==> src/rtl/sat_pkg.sv <==
package sat_pkg;
  localparam int unsigned CODE_W     = 6;
  localparam int unsigned PUP_W      = 2;
  localparam int unsigned NUM_PRESET = 1 << PUP_W;

  // start-up picks the preset table only for parallel mode with latch low
  function automatic logic use_preset(input logic serial, input logic le);
    return !serial && !le;
  endfunction
endpackage

==> src/rtl/sat_pin_sync.sv <==
module sat_pin_sync #(
  parameter int unsigned W = 1,
  parameter logic [W-1:0] RST_VAL = '0
) (
  input  logic         clk_i,
  input  logic         rst_ni,
  input  logic [W-1:0] d_i,
  output logic [W-1:0] q_o
);
  always_ff @(posedge clk_i or negedge rst_ni) begin
    if (!rst_ni) q_o <= RST_VAL;
    else         q_o <= d_i;
  end
endmodule

==> src/rtl/sat_shift_reg.sv <==
module sat_shift_reg #(
  parameter int unsigned W = 6
) (
  input  logic         clk_i,
  input  logic         rst_ni,
  input  logic         en_i,
  input  logic         sclk_i,
  input  logic         sdata_i,
  output logic [W-1:0] word_o
);
  logic sclk_prev_q;
  logic [W-1:0] word_q;

  always_ff @(posedge clk_i or negedge rst_ni) begin
    if (!rst_ni) begin
      sclk_prev_q <= 1'b0;
      word_q      <= '0;
    end else begin
      sclk_prev_q <= sclk_i;
      if (en_i && sclk_i && !sclk_prev_q) word_q <= {word_q[W-2:0], sdata_i};
    end
  end

  assign word_o = word_q;

  // no serial clock edge, no shift
  p_shift_idle_r5: assert property (@(posedge clk_i) disable iff (!rst_ni)
    (sclk_i == sclk_prev_q) |=> $stable(word_o));
endmodule

==> src/rtl/sat_rate_gate.sv <==
module sat_rate_gate #(
  parameter int unsigned W       = 6,
  parameter int unsigned MIN_GAP = 4000
) (
  input  logic         clk_i,
  input  logic         rst_ni,
  input  logic         req_v_i,
  input  logic [W-1:0] req_code_i,
  output logic [W-1:0] code_o
);
  localparam int unsigned GAP_W = $clog2(MIN_GAP + 1);
  localparam logic [GAP_W-1:0] GAP_LOAD = GAP_W'(MIN_GAP - 1);
  localparam logic [GAP_W-1:0] GAP_MAX  = GAP_W'(MIN_GAP);

  logic [GAP_W-1:0] gap_q;
  logic             pend_v_q;
  logic [W-1:0]     pend_code_q, code_q;
  logic             want_v, apply;
  logic [W-1:0]     want_code;

  always_comb begin
    want_v    = req_v_i | pend_v_q;
    want_code = req_v_i ? req_code_i : pend_code_q;
    apply     = want_v && (gap_q == '0);
  end

  always_ff @(posedge clk_i or negedge rst_ni) begin
    if (!rst_ni) begin
      gap_q       <= '0;
      pend_v_q    <= 1'b0;
      pend_code_q <= '0;
      code_q      <= '0;
    end else begin
      if (gap_q != '0) gap_q <= gap_q - GAP_W'(1);
      if (apply) begin
        pend_v_q <= 1'b0;
        if (want_code != code_q) begin
          code_q <= want_code;
          gap_q  <= GAP_LOAD;
        end
      end else if (req_v_i) begin
        pend_v_q    <= 1'b1;
        pend_code_q <= req_code_i;
      end
    end
  end

  assign code_o = code_q;

  // independent spacing monitor for the assertion below
  logic [GAP_W-1:0] since_q;
  logic [W-1:0]     code_prev_q;
  always_ff @(posedge clk_i or negedge rst_ni) begin
    if (!rst_ni) begin
      since_q     <= GAP_MAX;
      code_prev_q <= '0;
    end else begin
      code_prev_q <= code_q;
      if (code_q != code_prev_q) since_q <= GAP_W'(1);
      else if (since_q < GAP_MAX) since_q <= since_q + GAP_W'(1);
    end
  end

  p_min_spacing_r9: assert property (@(posedge clk_i) disable iff (!rst_ni)
    (code_q != code_prev_q) |-> (since_q >= GAP_MAX));
endmodule

==> src/rtl/step_atten_ctrl.sv <==
module step_atten_ctrl #(
  parameter int unsigned CODE_W  = sat_pkg::CODE_W,
  parameter int unsigned MIN_GAP = 4000,
  parameter logic [sat_pkg::NUM_PRESET-1:0][CODE_W-1:0] PRESETS =
    {CODE_W'(63), CODE_W'(32), CODE_W'(16), CODE_W'(0)}
) (
  input  logic                      clk_i,
  input  logic                      rst_ni,
  input  logic                      serial_sel_i,
  input  logic                      sdata_i,
  input  logic                      sclk_i,
  input  logic                      latch_en_i,
  input  logic [sat_pkg::PUP_W-1:0] pup_sel_i,
  input  logic [CODE_W-1:0]         par_code_i,
  output logic [CODE_W-1:0]         atten_code_o
);
  localparam int unsigned PUP_W = sat_pkg::PUP_W;
  localparam int unsigned IN_W  = 4 + PUP_W + CODE_W;
  // latch enable is pulled up, so its sampled copy resets high
  localparam logic [IN_W-1:0] IN_RST = {3'b000, 1'b1, PUP_W'(0), CODE_W'(0)};

  logic [IN_W-1:0]   in_s;
  logic              serial_s, sdata_s, sclk_s, le_s;
  logic [PUP_W-1:0]  pup_s;
  logic [CODE_W-1:0] par_s, shift_word, req_code;
  logic              le_prev_q, req_v;
  logic [1:0]        boot_cnt_q;

  sat_pin_sync #(.W(IN_W), .RST_VAL(IN_RST)) u_sync (
    .clk_i (clk_i),
    .rst_ni(rst_ni),
    .d_i   ({serial_sel_i, sdata_i, sclk_i, latch_en_i, pup_sel_i, par_code_i}),
    .q_o   (in_s)
  );
  assign {serial_s, sdata_s, sclk_s, le_s, pup_s, par_s} = in_s;

  sat_shift_reg #(.W(CODE_W)) u_shift (
    .clk_i  (clk_i),
    .rst_ni (rst_ni),
    .en_i   (serial_s && (boot_cnt_q == 2'd0)),
    .sclk_i (sclk_s),
    .sdata_i(sdata_s),
    .word_o (shift_word)
  );

  // boot: 2 = pins being registered, 1 = load start-up code, 0 = running
  always_ff @(posedge clk_i or negedge rst_ni) begin
    if (!rst_ni) begin
      boot_cnt_q <= 2'd2;
      le_prev_q  <= 1'b1;
    end else begin
      le_prev_q <= le_s;
      if (boot_cnt_q != 2'd0) boot_cnt_q <= boot_cnt_q - 2'd1;
    end
  end

  always_comb begin
    req_v    = 1'b0;
    req_code = par_s;
    if (boot_cnt_q == 2'd1) begin
      req_v = 1'b1;
      if (sat_pkg::use_preset(serial_s, le_s)) req_code = PRESETS[pup_s];
    end else if (boot_cnt_q == 2'd0) begin
      if (serial_s) begin
        req_v    = le_s && !le_prev_q;
        req_code = shift_word;
      end else begin
        // direct while high, plus one capture on the falling edge
        req_v = le_s || le_prev_q;
      end
    end
  end

  sat_rate_gate #(.W(CODE_W), .MIN_GAP(MIN_GAP)) u_gate (
    .clk_i     (clk_i),
    .rst_ni    (rst_ni),
    .req_v_i   (req_v),
    .req_code_i(req_code),
    .code_o    (atten_code_o)
  );

  p_boot_preset_r3: assert property (@(posedge clk_i) disable iff (!rst_ni)
    (boot_cnt_q == 2'd1 && !serial_s && !le_s) |=> (atten_code_o == PRESETS[$past(pup_s)]));

  p_boot_pins_r4: assert property (@(posedge clk_i) disable iff (!rst_ni)
    (boot_cnt_q == 2'd1 && (serial_s || le_s)) |=> (atten_code_o == $past(par_s)));
endmodule

==> config.mk <==
export PLATFORM = sky130hd
export DESIGN_NAME = step_atten_ctrl
export DESIGN_NICKNAME = d
export VERILOG_FILES = /design/src/rtl/sat_pkg.sv /design/src/rtl/sat_pin_sync.sv /design/src/rtl/sat_shift_reg.sv /design/src/rtl/sat_rate_gate.sv /design/src/rtl/step_atten_ctrl.sv
export SDC_FILE = /design/constraint.sdc
export NUM_CORES = 1
export LEC_CHECK = 0
export ABC_AREA = 1
export CAP_MARGIN = 20
export CORE_MARGIN = 2
export CORE_UTILIZATION = 52
export DETAILED_ROUTE_END_ITERATION = 7
export GPL_TIMING_DRIVEN = 0
export PLACE_DENSITY = 0.76
export SLEW_MARGIN = 40
export SYNTH_ARGS = -nofsm -noshare
export SYNTH_HDL_FRONTEND = slang
export SYNTH_SLANG_ARGS = --single-unit
==> constraint.sdc <==
create_clock -name clk_i -period 2.1 [get_ports clk_i]
set_clock_uncertainty 0.2 [all_clocks]
set_input_delay 0.315 -clock clk_i [delete_from_list [all_inputs] [get_ports clk_i]]
set_output_delay 0.315 -clock clk_i [all_outputs]
set_load 0.05 [all_outputs]
==> results of run 1 <==
==> report_power, final <==
group | internal (mW) | leakage [nW] | switching [mW]
clock | 0.247 | 0.0467 | 0.345
combinational | 0.427 | 1.01 | 0.609
sequential | 1.12 | 0.561 | 0.194
total | 1.79 | 1.61 | 1.15
==> synth_stat cells (3+ instances only) <==
cell      n  share of area, %
inv_2     3              0.47
ha_1      3               1.6
nor2_2    4               1.0
a21oi_1   3              0.63
o21ai_0  11               2.3
nand3_1  38               8.0
nand2_1  89                14
dfstp_2   3               3.3
nor2_1   14               2.2
xor2_1    5               1.8
inv_1    46               7.2
nor3_1    4              0.84
dfrtp_1  44                46
o21ai_2   3               1.1
nand3_2   6               2.5
==> cell type report <==
cell class              count  area (sq um)  area share [%]
multi-input cells         197          1204           38.37
inverters                  50         210.2           6.701
flip-flops and latches     47          1180           37.61
repair buffers             34         355.3           11.33
plain buffers               2         26.28          0.8377
clock buffers               5         68.82           2.194
well taps                  52         65.06           2.074
clock inverters             3         27.53          0.8775
==> registers in the layout, indices dropped and copies added (netlist names) <==
register and cells:
u_gate.gap_q 12, u_sync.q_o 12, u_gate.code_o 6, u_gate.pend_code_q 6
u_shift.word_o 6, boot_cnt_q 2, le_prev_q 1, u_gate.pend_v_q 1
u_shift.sclk_prev_q 1
==> repair_timing <==
item,CTS,global route
pin swaps,12,14
hold buffers,1,0
cloned,2,0
buffers inserted,8,4
hold endpoints to repair,45,0
endpoints found under the setup margin,20,32
resized for setup,29,37
==> metrics by stage <==
| stage | cell area (sq um) | hold slack (ns) | setup TNS (ns) |
|---|---|---|---|
| finish | 3137 | 0.1831 | -2.169 |
| global route | 3137 | 0.2037 | -3.645 |
| CTS | 2985 | 0.1803 | -1.334 |
| detailed placement | 2681 | -0.02371 | -4.718 |
| global placement | 2664 | 0.1660 | -36.73 |
| floorplan | 2409 | -0.1806 | -1.138 |
==> cells by family after synthesis <==
family          count (synthesis)  synth area share [%]
simple gates                  169                 33.32
xor+xnor                        7                 2.571
compound gates                 17                 4.040
flops                          47                 49.48
fa+ha+maj                       3                 1.574
buf+inv                        54                 9.024
==> routing by layer <==
| layer | up-vias | wire length (um) | GRT usage, % |
|---|---|---|---|
| li1 | 1006 | - | - |
| met1 | 961 | 2274 | 28.24 |
| met2 | 34 | 2474 | 36.01 |
| met3 | 15 | 167 | 4.501 |
| met4 | 0 | 153 | 7.757 |
| met5 | - | 0 | 0 |
==> critical path, stage by stage (launching register included) <==
cell	delay [ns]
dfstp_2	0.57
inv_4	0.05
ha_4	0.20
nand3_1	0.15
nand3_2	0.10
nand2_1	0.08
nand2_1	0.06
nand3_1	0.07
nand2_1	0.06
nor2_2	0.17
nand3_4	0.11
nand2_4	0.12
buf_8	0.14
nand2_1	0.05
nand2_1	0.05
==> worst paths after layout <==
path | from | endpoint | slack, ns
worst max register to register | boot_cnt_q[1] | u_gate.code_o[5] | -0.15
min in group clk_i | u_sync.q_o[8] | le_prev_q | 0.20
worst min register to register | u_sync.q_o[8] | le_prev_q | 0.20
max in group asynchronous | rst_ni | u_sync.q_o[8] | 1.04
worst max-delay path | boot_cnt_q[1] | u_gate.code_o[5] | -0.15
worst min-delay path | rst_ni | u_gate.code_o[2] | 0.18
==> metrics.cfg, run 1 <==
[sta]
grt_setup_unrepaired = yes
timing.final.ws_setup_ns = -0.1530
finalCritPeriodShare_pct = 107.3
period_needed_ns = 2.253
setup_viol_count_final = 16
fmax_ghz = 0.4439
worstMarginPinSlew_ns = 0.5018
drv_slew = 0
hold_viol = 0
slew_headroom_pct = 66.49

[routing]
drt_iter0_markers = 132
drt-pass1-iter-count = 4
routed_wl_um = 5069
drc = 0
vias = 2016
vias_per_cell = 5.169
antenna_left = 0
wl_per_cell_um = 13.00

[layout]
layout_common_cells = nand2_1, inv_1, dfrtp_1
nets = 354
syn_to_final_growth_pct = 31.53
layoutNonFillerInstCount = 390
insertedDiodeCount = 0
final_common_cell = nand2_1
fill_cells = 337
final_util_pct = 71.55
layout-drive-gt1-share_pct = 26.63

[setup_path]
critPathRequiredTime_ns = 2.16
worst_r2r_path_depth = 14
crit_path_max_fanout = 7
cp_data_arrival_time_ns = 2.31
end_kind = flip-flop
cp-start-kind = flip-flop
worstSetupPathType = reg2reg

[worst_hold_path]
hold_path_class = in2async

[global_route]
grt_pass1_wl_um = 8673
grt_pass1_vias = 1944
grt_usage_pct = 21.70
antenna_found_initial = 0
grt_start_max_net_pins = 35
gr-total-overflow = 0

[floorplanning]
dieArea_sq_um = 5144
io_pins = 20
start_util_pct = 54.39
rows = 24
fp.dieW_um = 71.72
core-area_sq_um = 4384
die-height_um = 71.72

[yosys]
synth_cell_types = 29
yosysSeqAreaShare_pct = 49.48
synth_fp_nets = 314
synth_area_sq_um = 2385
async_flop_share_pct = 100.0
yosys_register_bits = 47
syn_area_per_cell_sq_um = 8.030
synth_cells = 297
synth-edff-count = 0
ys_warn_count = 0
synthFlopType = dfrtp_1

[cts]
root_buffer = clkbuf_8
clk_latency_ns = 0.32
cts.path.max_buffers = 2
cts.clk_slew.worst_paths_ns = 0.10
htree_levels = 2
cts_sinks = 47
cts_tree = built
cts_made_buffers = 5

[pwr]
power_mw = 2.939
power_density_nw_per_um2 = 937.1
leakage_nw = 1.615
vdd_drop_max_v = 0.0006236

[placement]
pre_cts_ws_ns = -0.3698
dp_hpwl_um = 3206
dpl.cell_count = 369
finalWeightedCongestion = 0.8826
port_buffers = 19

[outcome]
outcome = finished, violations left
violations = setup timing

[job]
cap_violations = 0

Power figures use the tool's default switching activity.
==> inputs of run 2 (changes only) <==
Settings changed: CAP_MARGIN 20 to default, GPL_ROUTABILITY_DRIVEN from default to 0.
==> results of run 2 <==
Same layout as run 1: the final DEF is identical, and so are final timing and power.
